[config.mk]
export PLATFORM = sky130hd
export DESIGN_NAME = burst_addr_seq
export DESIGN_NICKNAME = d
export VERILOG_FILES = /design/src/rtl/burst_seq_pkg.sv /design/src/rtl/burst_offset.sv /design/src/rtl/burst_state.sv /design/src/rtl/lane_latch.sv /design/src/rtl/burst_addr_seq.sv
export SDC_FILE = /design/constraint.sdc
export NUM_CORES = 1
export LEC_CHECK = 0
export ABC_AREA = 1
export CAP_MARGIN = 20
export CELL_PAD_IN_SITES_DETAIL_PLACEMENT = 2
export CELL_PAD_IN_SITES_GLOBAL_PLACEMENT = 2
export CORE_MARGIN = 2
export CORE_UTILIZATION = 22
export DETAILED_ROUTE_END_ITERATION = 10
export PLACE_DENSITY_LB_ADDON = 0.1
export SETUP_SLACK_MARGIN = 0.02
export SKIP_CTS_REPAIR_TIMING = 1
export SYNTH_ARGS = -nofsm -noshare
export SYNTH_HDL_FRONTEND = slang
export SYNTH_SLANG_ARGS = --single-unit
[constraint.sdc]
create_clock -name clk -period 3.45 [get_ports clk]
set_clock_uncertainty 0.05 [all_clocks]
set_input_delay 1.035 -clock clk [delete_from_list [all_inputs] [get_ports clk]]
set_output_delay 1.035 -clock clk [all_outputs]
set_load 0.02 [all_outputs]
[src/rtl/burst_seq_pkg.sv]
// Shared definitions for the burst address sequencer.
// Assumes a four-beat burst by default; widths are set at the top.
package burst_seq_pkg;
    typedef enum logic {
        ORDER_LINEAR     = 1'b0,
        ORDER_INTERLEAVE = 1'b1
    } order_e;

    localparam int DEF_BEAT_W = 2;
endpackage

[src/rtl/burst_offset.sv]
// Maps a start offset and beat count to the low address bits of a beat.
// Assumes the count wraps naturally at 2**BEAT_W; purely combinational.
module burst_offset #(
    parameter int BEAT_W = 2
) (
    input  logic [BEAT_W-1:0] start_off,
    input  logic [BEAT_W-1:0] count,
    input  logic              mode,
    output logic [BEAT_W-1:0] offset
);
    import burst_seq_pkg::*;

    logic [BEAT_W-1:0] lin_off;
    logic [BEAT_W-1:0] ilv_off;

    // Compute both orders; the adder drops its carry so it wraps in the group.
    always_comb begin
        lin_off = start_off + count;
        ilv_off = start_off ^ count;
    end

    // Select the order named by the static mode input.
    always_comb begin
        if (order_e'(mode) == ORDER_INTERLEAVE)
            offset = ilv_off;
        else
            offset = lin_off;
    end
endmodule

[src/rtl/burst_state.sv]
// Holds the burst base address, start offset, beat count and access type.
// Assumes stall=1 freezes every register; reset is synchronous, active low.
module burst_state #(
    parameter int ADDR_W = 18,
    parameter int BEAT_W = 2
) (
    input  logic              clk,
    input  logic              rst_n,
    input  logic              stall,
    input  logic              start,
    input  logic              chip_sel,
    input  logic              wr_req,
    input  logic [ADDR_W-1:0] addr_in,
    output logic [ADDR_W-1:0] base_addr,
    output logic [BEAT_W-1:0] start_off,
    output logic [BEAT_W-1:0] count,
    output logic              active,
    output logic              is_write
);
    // Load, deselect or advance on each accepted edge.
    always_ff @(posedge clk) begin
        if (!rst_n) begin
            base_addr <= '0;
            start_off <= '0;
            count     <= '0;
            active    <= 1'b0;
            is_write  <= 1'b0;
        end else if (!stall) begin
            if (start) begin
                count <= '0;
                if (chip_sel) begin
                    base_addr <= addr_in;
                    start_off <= addr_in[BEAT_W-1:0];
                    active    <= 1'b1;
                    is_write  <= wr_req;
                end else begin
                    active    <= 1'b0;
                    is_write  <= 1'b0;
                end
            end else begin
                count <= count + 1'b1;
            end
        end
    end
endmodule

[src/rtl/lane_latch.sv]
// Registers the byte-lane enables on every accepted edge, one flop per lane.
// Assumes lanes are independent; no lane mask is kept from the load edge.
module lane_latch #(
    parameter int BYTES = 2
) (
    input  logic             clk,
    input  logic             rst_n,
    input  logic             stall,
    input  logic [BYTES-1:0] lane_in,
    output logic [BYTES-1:0] lane_out
);
    for (genvar g = 0; g < BYTES; g++) begin : g_lane
        // Capture this lane's enable unless the edge is stalled.
        always_ff @(posedge clk) begin
            if (!rst_n)
                lane_out[g] <= 1'b0;
            else if (!stall)
                lane_out[g] <= lane_in[g];
        end
    end
endmodule

[src/rtl/burst_addr_seq.sv]
// Top of the burst address sequencer: loads an address, then steps its low
// bits in linear or interleaved order while holding the upper bits and type.
// Assumes order_mode is static while a burst runs.
module burst_addr_seq #(
    parameter int ADDR_W = 18,
    parameter int BEAT_W = burst_seq_pkg::DEF_BEAT_W,
    parameter int BYTES  = 2
) (
    input  logic              clk,
    input  logic              rst_n,
    input  logic              stall,
    input  logic              start,
    input  logic              chip_sel,
    input  logic              wr_req,
    input  logic              order_mode,
    input  logic [ADDR_W-1:0] addr_in,
    input  logic [BYTES-1:0]  byte_en_in,
    output logic [ADDR_W-1:0] cur_addr,
    output logic [BEAT_W-1:0] beat,
    output logic              active,
    output logic              is_write,
    output logic [BYTES-1:0]  byte_en_out
);
    localparam int UPPER_W = ADDR_W - BEAT_W;

    logic [ADDR_W-1:0] base_addr;
    logic [BEAT_W-1:0] start_off;
    logic [BEAT_W-1:0] beat_off;

    burst_state #(.ADDR_W(ADDR_W), .BEAT_W(BEAT_W)) u_state (
        .clk       (clk),
        .rst_n     (rst_n),
        .stall     (stall),
        .start     (start),
        .chip_sel  (chip_sel),
        .wr_req    (wr_req),
        .addr_in   (addr_in),
        .base_addr (base_addr),
        .start_off (start_off),
        .count     (beat),
        .active    (active),
        .is_write  (is_write)
    );

    burst_offset #(.BEAT_W(BEAT_W)) u_offset (
        .start_off (start_off),
        .count     (beat),
        .mode      (order_mode),
        .offset    (beat_off)
    );

    lane_latch #(.BYTES(BYTES)) u_lanes (
        .clk      (clk),
        .rst_n    (rst_n),
        .stall    (stall),
        .lane_in  (byte_en_in),
        .lane_out (byte_en_out)
    );

    // Join the fixed upper bits with the stepped low bits.
    always_comb begin
        cur_addr = {base_addr[ADDR_W-1:BEAT_W], beat_off};
    end

    logic [UPPER_W-1:0] unused_upper;
    assign unused_upper = base_addr[ADDR_W-1:BEAT_W];
endmodule

==> impl_metrics.toml <==
[pwr]
power.density_mw_per_mm2 = 367
comb_power_share_pct = 21.5
cellInternalPower_w = 0.000436
power_frac_seq_pct = 50.1
clkPwrFrac_pct = 28.4
switching_power_w = 0.000162
ir_drop_mv = 0.119
p_leak_nw = 0.778
p_sw_share_pct = 27.1
total_power_w = 0.000598

[run]
max-cap-violations = 0

[route]
drt-pass1-iter-count = 3
routedWlPerCell_um = 11.3
vias_per_cell = 3.94
wl_um = 3100
drc = 0
antenna_left = 0
drt_iter0_drc = 25
vias = 1084

[global_routing]
grt_usage_pct = 11.6
overflow = 0
grt_pass1_wl_um = 5510
grt_pass1_vias = 1234
antenna_found_initial = 0
grt_max_degree = 38

[clock_network]
cts_max_path_buffers = 2
h-tree-depth = 1
clock_latency_ps = 270
cts_root_buf = "clkbuf_8"
clk_pin_slew_worst_paths_ps = 80
cts_tree = "done"
cts_buffers = 3
clock-sinks = 24

[logic_synthesis]
synth_nets = 200
yosys-top-cells-count = "47 x nand2_1, 45 x nor2_1, 24 x dfxtp_1, 24 x inv_1, 17 x buf_4"
yosysMostFrequentCell = "nand2_1"
synth_warnings = 0
netlist_instances = 172
synth_flop_cell = "dfxtp_1"
ys_seq_area_share_pct = 41.7
synth_area_leaders = "dfxtp_1 42%, nand2_1 15%, nor2_1 15%"
synth-edff-count = 0
ys_ff_latch = 24
ys_types = 14
async_flop_share_pct = 0
synth.top_cell.area_share_pct = 41.7
synth_top_area_cell = "dfxtp_1"
avgSynthCellArea_um2 = 6.70
syn_area_mm2 = 0.00115

[floorplanning]
num_rows = 26
start_util_pct = 22.7
die_h_um = 76.4
dieArea_mm2 = 0.00583
ios = 51
core_mm2 = 0.00507
fp.dieW_um = 76.4

[placement]
dp_cells = 272
placed_area_mm2 = 0.00159
place_congestion = 0.738
dp_hpwl_um = 2390
port_buffers = 50

[critical_path]
crit_fanout = 2
worst_setup_path_start_kind = "input port"
cp.required_ps = 2360
end_kind = "output pin"
crit_type = "in -> out"
arrival_ps = 2020
reg2reg_depth = 5

[finish]
drive_gt1_share_pct = 2.93
n_antenna_cell = 0
stdcell_area_mm2 = 0.00163
fin_nets = 235
final_cell_count_no_fill = 275
utilization_pct = 32.1
area_delta_synth_final_pct = 41.6

[timing]
final.period_utilization_pct = 89.9
slew_viol_final = 0
relSlewSlack_pct = 69.2
setup_viol = 0
max_clock_freq_mhz = 322
rsz0062_at_grt = "no"
post-route-min-period_ps = 3100
timing.final.hold_violations = 0
tightest_slew_ps = 460
setup-tns-final_ps = 0

[worst_hold_path]
hold_depth = 2
hp-class = "reg -> reg"

[outcome]
status = "completed"
cells by family after synthesis:
kind of cell	count (synthesis)	synth area share (%)
simple gates	97	33.2
compound gates	4	1.95
flops	24	41.7
buf+inv	46	22.0
fa+ha+maj	1	1.09
cell type report:
class / count / area [um2]
tap: 70 / 87.6
timing repair buffer: 51 / 510
inverter: 25 / 93.8
sequential: 24 / 480
clock buffer: 3 / 41.3
multi-input combinational: 102 / 418
fill: 626 / 3440
placed cells by master, fill, tap and decap left out:
| master | synthesis | routed |
|---|---|---|
| clkdlybuf4s50_1 | 0 | 49 |
| nand2_1 | 47 | 47 |
| nor2_1 | 45 | 45 |
| inv_1 | 24 | 24 |
| dfxtp_1 | 24 | 24 |
| nand3_1 | 3 | 3 |
| o21ai_0 | 3 | 3 |
| clkbuf_8 | 0 | 3 |
| inv_2 | 1 | 1 |
| nand3_4 | 1 | 1 |
| a21boi_1 | 1 | 1 |
| nor3_1 | 1 | 1 |
| ha_1 | 1 | 1 |
| dlymetal6s2s_1 | 0 | 1 |
| buf_4 | 17 | 1 |
critical path: stages:
cell and delay, ps:
clkdlybuf4s50_1 400, nor2_1 150, inv_1 60, nand2_1 70, nand2_1 40, inv_1 40, dlymetal6s2s_1 210
final timing paths:
path | from | slack [ps] | end
worst max-delay path | order_mode | 350 | cur_addr[1]
worst min-delay path | u_state.active | 420 | u_state.active
worst max register to register | u_state.count[0] | 2480 | u_state.count[1]
worst min register to register | u_state.active | 420 | u_state.active
power groups by stage:
stage          combinational, W  clock (W)  sequential (W)
2_1_floorplan         0.0000693          0        0.000309
3_3_place_gp           0.000127          0        0.000306
3_5_place_dp           0.000131          0        0.000307
4_1_cts                0.000132   0.000184        0.000301
5_1_grt                0.000143   0.000196        0.000303
6_report               0.000129   0.000170        0.000300
metrics by stage:
stage	hold slack [ps]	worst slack (ps)
4_1_cts	422	-54.1
5_1_grt	462	233
2_1_floorplan	439	949
3_3_place_gp	401	26.1
3_5_place_dp	407	-50.7
6_report	417	349
flip-flops by register name (all words and copies together), names as in the netlist:
name,flops
u_state.start_off,1
u_state.active,1
u_state.base_addr,17
u_state.count,2
u_lanes.lane_out,2
u_state.is_write,1
routing by layer:
layer	routed length, um	GRT usage [%]	share of wire, %	vias up
met2	1610	21.5	52	30
met3	207	3.08	6.7	2
li1	-	-	-	549
met4	23	4.36	0.74	0
met1	1260	12.6	41	503
met5	0	0	0	-
(Power assumes the default switching activity.)
